[config.mk]
export PLATFORM = sky130hd
export DESIGN_NAME = interval_timer
export DESIGN_NICKNAME = d
export VERILOG_FILES = /design/src/rtl/itmr_pkg.sv /design/src/rtl/itmr_rst_sync.sv /design/src/rtl/itmr_regif.sv /design/src/rtl/itmr_counter.sv /design/src/rtl/itmr_irq.sv /design/src/rtl/interval_timer.sv
export SDC_FILE = /design/constraint.sdc
export NUM_CORES = 1
export LEC_CHECK = 0
export ABC_AREA = 1
export CORE_MARGIN = 4
export CORE_UTILIZATION = 45
export DETAILED_ROUTE_END_ITERATION = 7
export GPL_ROUTABILITY_DRIVEN = 0
export PLACE_DENSITY = 0.67
export SYNTH_ARGS = -nofsm -noshare
export SYNTH_HDL_FRONTEND = slang
export SYNTH_HIERARCHICAL = 1
export SYNTH_SLANG_ARGS = --single-unit
[constraint.sdc]
create_clock -name clk_i -period 4.8 [get_ports clk_i]
set_clock_uncertainty 0.05 [all_clocks]
set_input_delay 0.96 -clock clk_i [delete_from_list [all_inputs] [get_ports clk_i]]
set_output_delay 0.96 -clock clk_i [all_outputs]
set_load 0.005 [all_outputs]
[src/rtl/itmr_pkg.sv]
package itmr_pkg;

  // Register selector derived from the byte offset bit 2.
  typedef enum logic {
    SEL_CTRL   = 1'b0,
    SEL_STATUS = 1'b1
  } itmr_sel_e;

  // Control word fields decoded by software; positions are fixed.
  localparam int unsigned EN_POS  = 31;
  localparam int unsigned PER_POS = 30;
  // Status word: pending flag and clear strobe share one position.
  localparam int unsigned PND_POS = 30;

  typedef struct packed {
    logic en;
    logic per;
  } itmr_mode_t;

endpackage

[src/rtl/itmr_rst_sync.sv]
module itmr_rst_sync (
  input  logic clk_i,
  input  logic rst_ni,
  output logic rst_no
);

  logic [1:0] sync_q;

  always_ff @(posedge clk_i or negedge rst_ni) begin
    if (!rst_ni) sync_q <= 2'b00;
    else         sync_q <= {sync_q[0], 1'b1};
  end

  assign rst_no = sync_q[1];

endmodule

[src/rtl/itmr_regif.sv]
module itmr_regif
  import itmr_pkg::*;
#(
  parameter int unsigned ADDR_W = 3,
  parameter int unsigned DATA_W = 32,
  parameter int unsigned CNT_W  = 29
) (
  input  logic              clk_i,
  input  logic              rst_ni,
  input  logic              req_i,
  input  logic              we_i,
  input  logic [ADDR_W-1:0] addr_i,
  input  logic [DATA_W-1:0] wdata_i,
  input  itmr_mode_t        mode_i,
  input  logic [CNT_W-1:0]  load_i,
  input  logic [CNT_W-1:0]  cnt_i,
  input  logic              pend_i,
  output logic              ctrl_wr_o,
  output itmr_mode_t        new_mode_o,
  output logic [CNT_W-1:0]  new_load_o,
  output logic              clr_o,
  output logic              rvalid_o,
  output logic [DATA_W-1:0] rdata_o
);

  itmr_sel_e         sel;
  logic              rd_req;
  logic [DATA_W-1:0] rdata_d;
  logic [DATA_W-1:0] rdata_q;
  logic              rvalid_q;

  assign sel    = itmr_sel_e'(addr_i[2]);
  assign rd_req = req_i && !we_i;

  // Write decode
  always_comb begin
    ctrl_wr_o      = req_i && we_i && (sel == SEL_CTRL);
    clr_o          = req_i && we_i && (sel == SEL_STATUS) && wdata_i[PND_POS];
    new_mode_o.en  = wdata_i[EN_POS];
    new_mode_o.per = wdata_i[PER_POS];
    new_load_o     = wdata_i[CNT_W-1:0];
  end

  // Read mux (next state)
  always_comb begin
    rdata_d = '0;
    if (sel == SEL_CTRL) begin
      rdata_d[CNT_W-1:0] = load_i;
      rdata_d[EN_POS]    = mode_i.en;
      rdata_d[PER_POS]   = mode_i.per;
    end else begin
      rdata_d[CNT_W-1:0] = cnt_i;
      rdata_d[PND_POS]   = pend_i;
    end
  end

  // Read registers, data held unless a read is taken
  always_ff @(posedge clk_i or negedge rst_ni) begin
    if (!rst_ni) begin
      rvalid_q <= 1'b0;
      rdata_q  <= '0;
    end else begin
      rvalid_q <= rd_req;
      if (rd_req) rdata_q <= rdata_d;
    end
  end

  assign rvalid_o = rvalid_q;
  assign rdata_o  = rdata_q;

  logic unused_addr;
  assign unused_addr = ^{addr_i[1:0], (ADDR_W > 3) ? 1'b0 : 1'b0};


  status_pend_chk: assert property (@(posedge clk_i) disable iff (!rst_ni)
    (rd_req && sel == SEL_STATUS) |=> (rdata_o[PND_POS] == $past(pend_i)));


  status_cnt_chk: assert property (@(posedge clk_i) disable iff (!rst_ni)
    (rd_req && sel == SEL_STATUS) |=> (rdata_o[CNT_W-1:0] == $past(cnt_i)));

endmodule

[src/rtl/itmr_counter.sv]
module itmr_counter
  import itmr_pkg::*;
#(
  parameter int unsigned CNT_W = 29
) (
  input  logic             clk_i,
  input  logic             rst_ni,
  input  logic             tick_i,
  input  logic             ctrl_wr_i,
  input  itmr_mode_t       new_mode_i,
  input  logic [CNT_W-1:0] new_load_i,
  output itmr_mode_t       mode_o,
  output logic [CNT_W-1:0] load_o,
  output logic [CNT_W-1:0] cnt_o,
  output logic             expire_o
);

  localparam logic [CNT_W-1:0] ONE = {{(CNT_W-1){1'b0}}, 1'b1};

  itmr_mode_t       mode_d, mode_q;
  logic [CNT_W-1:0] load_d, load_q;
  logic [CNT_W-1:0] cnt_d,  cnt_q;
  logic             step;
  logic             at_zero;

  // A control write in the same cycle pre-empts the tick.
  assign step     = tick_i && mode_q.en && !ctrl_wr_i;
  assign at_zero  = (cnt_q == '0);
  assign expire_o = step && at_zero;

  always_comb begin
    mode_d = mode_q;
    load_d = load_q;
    cnt_d  = cnt_q;
    if (ctrl_wr_i) begin
      mode_d = new_mode_i;
      load_d = new_load_i;
      cnt_d  = new_load_i;
    end else if (step) begin
      if (at_zero) begin
        if (mode_q.per) cnt_d = load_q;
        else            mode_d.en = 1'b0;
      end else begin
        cnt_d = cnt_q - ONE;
      end
    end
  end

  always_ff @(posedge clk_i or negedge rst_ni) begin
    if (!rst_ni) begin
      mode_q <= '0;
      load_q <= '0;
      cnt_q  <= '0;
    end else begin
      mode_q <= mode_d;
      load_q <= load_d;
      cnt_q  <= cnt_d;
    end
  end

  assign mode_o = mode_q;
  assign load_o = load_q;
  assign cnt_o  = cnt_q;


  dec_one_chk: assert property (@(posedge clk_i) disable iff (!rst_ni)
    (tick_i && mode_q.en && !ctrl_wr_i && cnt_q != '0) |=> (cnt_q == $past(cnt_q) - ONE));


  oneshot_disarm_chk: assert property (@(posedge clk_i) disable iff (!rst_ni)
    (expire_o && !mode_q.per) |=> (!mode_q.en && cnt_q == '0));


  periodic_reload_chk: assert property (@(posedge clk_i) disable iff (!rst_ni)
    (expire_o && mode_q.per) |=> (mode_q.en && cnt_q == $past(load_q)));


  hold_no_tick_chk: assert property (@(posedge clk_i) disable iff (!rst_ni)
    (!tick_i && !ctrl_wr_i) |=> $stable(cnt_q));


  reload_on_write_chk: assert property (@(posedge clk_i) disable iff (!rst_ni)
    ctrl_wr_i |=> (cnt_q == $past(new_load_i)));

endmodule

[src/rtl/itmr_irq.sv]
module itmr_irq (
  input  logic clk_i,
  input  logic rst_ni,
  input  logic expire_i,
  input  logic clr_i,
  output logic pend_o
);

  logic pend_d, pend_q;

  // Expiry dominates a simultaneous clear.
  always_comb begin
    pend_d = pend_q;
    if (clr_i)    pend_d = 1'b0;
    if (expire_i) pend_d = 1'b1;
  end

  always_ff @(posedge clk_i or negedge rst_ni) begin
    if (!rst_ni) pend_q <= 1'b0;
    else         pend_q <= pend_d;
  end

  assign pend_o = pend_q;


  level_hold_chk: assert property (@(posedge clk_i) disable iff (!rst_ni)
    (pend_q && !clr_i) |=> pend_q);


  expire_wins_chk: assert property (@(posedge clk_i) disable iff (!rst_ni)
    expire_i |=> pend_q);


  clear_drops_chk: assert property (@(posedge clk_i) disable iff (!rst_ni)
    (clr_i && !expire_i) |=> !pend_q);

endmodule

[src/rtl/interval_timer.sv]
module interval_timer
  import itmr_pkg::*;
#(
  parameter int unsigned ADDR_W = 3,
  parameter int unsigned DATA_W = 32,
  parameter int unsigned CNT_W  = 29
) (
  input  logic              clk_i,
  input  logic              rst_ni,
  input  logic              tick_i,
  input  logic              req_i,
  input  logic              we_i,
  input  logic [ADDR_W-1:0] addr_i,
  input  logic [DATA_W-1:0] wdata_i,
  output logic              rvalid_o,
  output logic [DATA_W-1:0] rdata_o,
  output logic              irq_o
);

  logic             rst_n_sync;
  logic             ctrl_wr;
  logic             clr;
  itmr_mode_t       new_mode;
  logic [CNT_W-1:0] new_load;
  itmr_mode_t       mode;
  logic [CNT_W-1:0] load;
  logic [CNT_W-1:0] cnt;
  logic             expire;
  logic             pend;

  itmr_rst_sync u_rst (
    .clk_i  (clk_i),
    .rst_ni (rst_ni),
    .rst_no (rst_n_sync)
  );

  itmr_regif #(
    .ADDR_W (ADDR_W),
    .DATA_W (DATA_W),
    .CNT_W  (CNT_W)
  ) u_regif (
    .clk_i      (clk_i),
    .rst_ni     (rst_n_sync),
    .req_i      (req_i),
    .we_i       (we_i),
    .addr_i     (addr_i),
    .wdata_i    (wdata_i),
    .mode_i     (mode),
    .load_i     (load),
    .cnt_i      (cnt),
    .pend_i     (pend),
    .ctrl_wr_o  (ctrl_wr),
    .new_mode_o (new_mode),
    .new_load_o (new_load),
    .clr_o      (clr),
    .rvalid_o   (rvalid_o),
    .rdata_o    (rdata_o)
  );

  itmr_counter #(
    .CNT_W (CNT_W)
  ) u_counter (
    .clk_i      (clk_i),
    .rst_ni     (rst_n_sync),
    .tick_i     (tick_i),
    .ctrl_wr_i  (ctrl_wr),
    .new_mode_i (new_mode),
    .new_load_i (new_load),
    .mode_o     (mode),
    .load_o     (load),
    .cnt_o      (cnt),
    .expire_o   (expire)
  );

  itmr_irq u_irq (
    .clk_i    (clk_i),
    .rst_ni   (rst_n_sync),
    .expire_i (expire),
    .clr_i    (clr),
    .pend_o   (pend)
  );

  assign irq_o = pend;


  stopped_quiet_chk: assert property (@(posedge clk_i) disable iff (!rst_n_sync)
    (!mode.en && !ctrl_wr) |=> (!expire && $stable(cnt)));

endmodule

## Word-level counts from Yosys, hierarchy flattened

Index checks and enable logic that the tools add are counted.

- Bitwise logic cells: 1
- Equal/unequal tests: 2
- Multiplexer cells: 13
- Add/sub/neg operators: 1
- Reductions and logical operators: 16

Operator list:

| cell | count |
|---|---|
| 2-to-1 mux 29 bit | 5 |
| logical NOT 29 bit | 1 |
| subtractor 29 x 1 -> 29 bit (second input constant) | 1 |
| logical AND 1 bit | 8 |
| 2-to-1 mux 1 bit | 8 |
| nonzero test 2 bit | 3 |
| != test 3 x 1 -> 1 bit (second input constant) | 1 |
| AND reduction 3 bit | 1 |
| logical NOT 1 bit | 2 |
| != test 2 x 1 -> 1 bit (second input constant) | 1 |
| AND reduction 2 bit | 1 |
| inverter 1 bit | 1 |

- Input bits: 40
- Word-level logic and storage cells: 41
- Output and inout bits: 34
- Register bits: 95

## Depth between registers and ports, before layout

- Word-level depth: 6
- Gate-level depth with buffers: 13
- Depth with buffers taken out: 13

## Cells and area by module

Netlist, hierarchy kept.

Modules (own cells, without submodules):

| module | cells each | seq. area each (um2) | area each (um2) | instances |
|---|---|---|---|---|
| itmr_counter | 557 | 1501.4 | 3678.5 | 1 |
| itmr_regif | 269 | 800.8 | 1971.9 | 1 |
| itmr_rst_sync | 3 | 50.0 | 53.8 | 1 |
| itmr_irq | 5 | 25.0 | 40.0 | 1 |

## Least setup slack after synthesis

No wires, ideal clock.

- Path type: input-to-reg
- Start: in addr_i[2]
- End: reg u_counter.load_q[19] (netlist: u_counter/load_o[19])
- Path buffers: 6
- Setup time: 117 ps
- Path slack: 2322 ps
- Stages: 10
- Arrival time: 2311 ps
- Required time: 4633 ps
- Cells stage by stage: buf_6 buf_4 nor2_1 clkbuf_1 inv_1 buf_2 buf_1 clkbuf_1 nand2_1 nand2_1

- Longest elaborated chain between the ends: 2

Ends and longest elaborated chain:

| what | RTL line | RTL |
|---|---|---|
| from (decl) | interval_timer.sv:13 | `input logic [ADDR_W-1:0] addr_i,` |
| inverter 1 bit | itmr_regif.sv:37 | `ctrl_wr_o = req_i && we_i && (sel == SEL_CTRL);` |
| logical AND 1 bit | itmr_regif.sv:37 |  |
| named net ctrl_wr | interval_timer.sv:21 | `logic ctrl_wr;` |
| to (signal assigned) | itmr_counter.sv:56 | `load_q <= load_d;` |
| to (decl) | itmr_counter.sv:21 | `logic [CNT_W-1:0] load_d, load_q;` |

The timed path passes the listed nets, and every way through them passes these cells.
A chain may end at the register's enable or synchronous reset.

## Final worst setup path

- Start: in req_i
- End: reg u_counter.cnt_q[0] (netlist: u_counter/cnt_o[0])

- Longest elaborated chain between the ends: 6
- Elaborated cells between the ends (all ways): 8
- Classes of those cells: eq/ne (1); mux (1); reduce/logical (6)

Ends and longest elaborated chain:

| what | RTL line | RTL |
|---|---|---|
| from (decl) | interval_timer.sv:11 | `input logic req_i,` |
| logical AND 1 bit * (2 in series) | itmr_regif.sv:37 |  |
| named net ctrl_wr | interval_timer.sv:21 |  |
| logical NOT 1 bit | itmr_counter.sv:27 | `assign step = tick_i && mode_q.en && !ctrl_wr_i;` |
| logical AND 1 bit | itmr_counter.sv:27 |  |
| nonzero test 2 bit (no source line) | n/a |  |
| AND reduction 2 bit (no source line) | n/a |  |
| to (signal assigned) | itmr_counter.sv:57 | `cnt_q <= cnt_d;` |
| to (decl) | itmr_counter.sv:22 | `logic [CNT_W-1:0] cnt_d, cnt_q;` |

The timed path passes the listed nets; every way through them passes the cells marked *.

==> run_results.csv <==
group,metric,value,unit
synthesis,synth.cell_area,0.00574,mm2
synthesis,syn_nets,875,
pwr,p_clk_share,20.9,%
pwr,netSwitchingPower,1.33,mW
synthesis,synth_ff_type,"dfrtp_1",
finish,area_growth,12.9,%
cts,postCtsHoldBufs,0,
pwr,p_leak,3.46,nW
timing,slew_headroom,31.1,%
timing,rsz0062_at_grt,"no",
timing,hold_viol,0,
floorplanning,die_h,121,um
detailed_routing,route.vias.total,5033,
cts,cts.htree.levels,3,
timing,period_share,65.0,%
cts,post-cts-setup-buffers,0,
setup_path,critPathMostFrequentCell,"nand2_1",
timing,post-route-min-period,3.12,ns
cts,clkTransAtPathRegs,0.07,ns
floorplanning,start_util,45.7,%
global_route,track_usage,20.5,%
place,dp_cells,1012,
place,post-dp-hpwl,9400,um
synthesis,syn_inst,834,
finish,final_cells,1028,
floorplanning,fp.coreArea,0.0126,mm2
timing,setup_viol,0,
place,portBuffers,69,
global_route,grt_pass1_vias,4768,
setup_path,reg2reg_from,"u_counter/cnt_o[0]$_DFFE_PN0P_",
setup_path,r2r_cells,11,
synthesis,synth.distinct_cells,32,
floorplanning,die_area,0.0146,mm2
outcome,outcome,"finished clean",
setup_path,slowest_delay,0.71,ns
synthesis,async_flop_share,100,%
place,placed_cell_area,0.00621,mm2
detailed_routing,wirelength,14200,um
cts,max-clock-path-buffers,2,
setup_path,cpMaxStageDelayCell,"o21ai_4",
finish,antenna_cells,0,
setup_path,cp-startpoint,"req_i",
cts,cts-root-buf,"clkbuf_16",
synthesis,synth.most_common_cell,"nand2_1",
cts,cts-resized-gates,0,
floorplanning,boundaryPins,74,
detailed_routing,vias_per_cell,4.90,
setup_path,worstPathCellList,"clkdlybuf4s50_1 > nand2_1 > nor2_4 > inv_1 > nand2_1 > o21ai_4 > inv_2 > nand2_1 > nand2_1",
timing,slew_violations,0,
finish,layout-drive-gt1-share,8.41,%
timing,hold_ws,0.310,ns
setup_path,crit_arrival,3.30,ns
synthesis,yosys-top-cells-count,"nand2_1, dfrtp_1, nor2_1, buf_4, nand3_1",
cts,clock_latency,0.35,ns
setup_path,worstPathRequired,4.99,ns
finish,fin_nets,892,
setup_path,cp.depth,9,
flow_run,maxCapViolCount,0,
timing,tns,0,ns
detailed_routing,drc,0,
setup_path,end_kind,"flip-flop",
detailed_routing,drt_first_iter_violations,377,
synthesis,synth_top_area_share,41.4,%
setup_path,crit_family,"buffers and inverters",
synthesis,synth_warnings,6,
setup_path,cp_num_buf_inv,3,
setup_path,crit_path_end,"u_counter/cnt_o[0]$_DFFE_PN0P_",
synthesis,synth_area_per_cell,6.89,um2
detailed_routing,drtAntennaViolNets,0,
floorplanning,rows,41,
detailed_routing,first_pass_iters,5,
synthesis,synth-edff-count,0,
pwr,power.internal,1.91,mW
setup_path,rr_endpoint,"u_counter/cnt_o[0]$_DFFE_PN0P_",
cts,cts_tree,"done",
synthesis,synthTopCellsByArea,"dfrtp_1, nand2_1, buf_4, nand2_2, nor2_1",
timing,setup_slack,1.68,ns
synthesis,seq_area_frac_synth,41.4,%
cts,cts_buffers,9,
synthesis,ys_ff_latch,95,
finish,fin_area,0.00649,mm2
global_route,grt_pass1_wl,23600,um
detailed_routing,avgRoutedWirePerCell,13.8,um
setup_path,regToRegSetupSlack,1.76,ns
pwr,peakVddDrop,0.232,mV
hold_path,min_path_type,"flip-flop to async pin",
place,dp_slack,1.31,ns
global_route,antenna_found_initial,0,
pwr,p_sw_share,41.0,%
pwr,powerDensity,500,mW/mm2
pwr,pwr-share-seq,39.3,%
setup_path,path_class,"input port to flip-flop",
timing,worstMarginPinSlew,1.03,ns
setup_path,start_kind,"input port",
timing,fmax,321,MHz
floorplanning,die_w,121,um
synthesis,synth_top_cell_by_area,"dfrtp_1",
setup_path,critPathMaxFanout,30,
finish,fillers,1259,
pwr,pwr-share-comb,39.8,%
global_route,grt_overflow,0,
cts,cts.sinks,95,
global_route,grt_max_degree,50,
-- sequential cells by signal, indices dropped and copies added (netlist names) --
register	count
u_regif/rdata_o	31
u_counter/cnt_o	29
u_counter/load_o	29
u_counter/mode_o	2
u_rst/sync_q	2
u_irq/pend_o	1
u_regif/rvalid_o	1
-- metal layers --
metal  track usage [%]  routed length [um]
met1              27.8                6730
met2              33.5                6670
met3              3.87                 591
met4              5.67                 157
met5                 0                   0
-- worst min path at each step --
stage	startpoint	endpoint	slack, ns	cells after the start
after floorplan	u_rst/sync_q[0]$_DFF_PN0_	u_rst/sync_q[1]$_DFF_PN0_	0.28	0
after global placement	u_rst/sync_q[0]$_DFF_PN0_	u_rst/sync_q[1]$_DFF_PN0_	0.28	0
after detailed placement	u_rst/sync_q[0]$_DFF_PN0_	u_rst/sync_q[1]$_DFF_PN0_	0.29	0
after CTS	u_rst/sync_q[0]$_DFF_PN0_	u_rst/sync_q[1]$_DFF_PN0_	0.31	0
after global routing	u_rst/sync_q[0]$_DFF_PN0_	u_rst/sync_q[1]$_DFF_PN0_	0.31	0
final	u_rst/sync_q[1]$_DFF_PN0_	u_regif/rdata_o[21]$_DFFE_PN0P_	0.31	0
-- placed cells by master, fill, tap and decap left out --
cell type	netlist	final
a21oi_1	5	5
a22o_1	1	1
buf_4	38	5
clkbuf_1	9	1
clkbuf_16	0	9
clkbuf_8	0	2
clkdlybuf4s50_1	0	69
clkinv_2	0	4
conb_1	2	2
dfrtp_1	95	94
dfrtp_4	0	1
ha_1	1	1
inv_1	35	35
inv_2	5	5
inv_8	1	1
nand2_1	429	429
nand2_2	34	34
nand2_4	1	1
nand3_1	36	36
nand3_2	1	1
nand3b_1	6	6
nand4_1	28	28
nor2_1	56	54
nor2_2	4	5
nor2_4	1	2
nor2_8	1	1
nor3_1	3	3
o21ai_0	13	13
o21ai_1	2	2
o21ai_4	1	1
o21bai_1	1	1
xnor2_1	2	2
xor2_1	2	2
-- logic make-up after synthesis --
kind of cell | synth area share, %
AND/OR/NAND/NOR | 44.0
other | 0.131
AO/OA/AOI/OAI | 2.31
flip-flops | 41.4
buffers and inverters | 11.4
adder cells (fa/ha/maj) | 0.218
XOR/XNOR | 0.610
-- through the flow --
step / total power, mW / utilization, %
final: 3.24 / 51.6
after global routing: 3.53 / 51.6
after CTS: 3.26 / 51.6
after detailed placement: 2.57 / 49.4
after global placement: 2.55 / 49.4
after floorplan: 2.18 / -
-- power by group through the flow --
| stage | Combinational, mW | Sequential (mW) | Clock, mW |
|---|---|---|---|
| global placement | 1.27 | 1.28 | 0 |
| global route | 1.48 | 1.32 | 0.731 |
| finish | 1.29 | 1.28 | 0.677 |
| detailed placement | 1.28 | 1.29 | 0 |
| floorplan | 0.950 | 1.23 | 0 |
| CTS | 1.29 | 1.28 | 0.695 |
-- final cells by class --
type                            instances  area [um2]  share of cell area, %
Tap cell                              172         215                   3.32
Clock inverter                          4        20.0                  0.309
Sequential cell                        95        2380                   36.7
Multi-Input combinational cell        630        2720                   42.0
Inverter                               41         161                   2.49
Clock buffer                           12         256                   3.95
Timing Repair Buffer                   74         728                   11.2
Note: power is estimated with default switching activity, not from simulation.
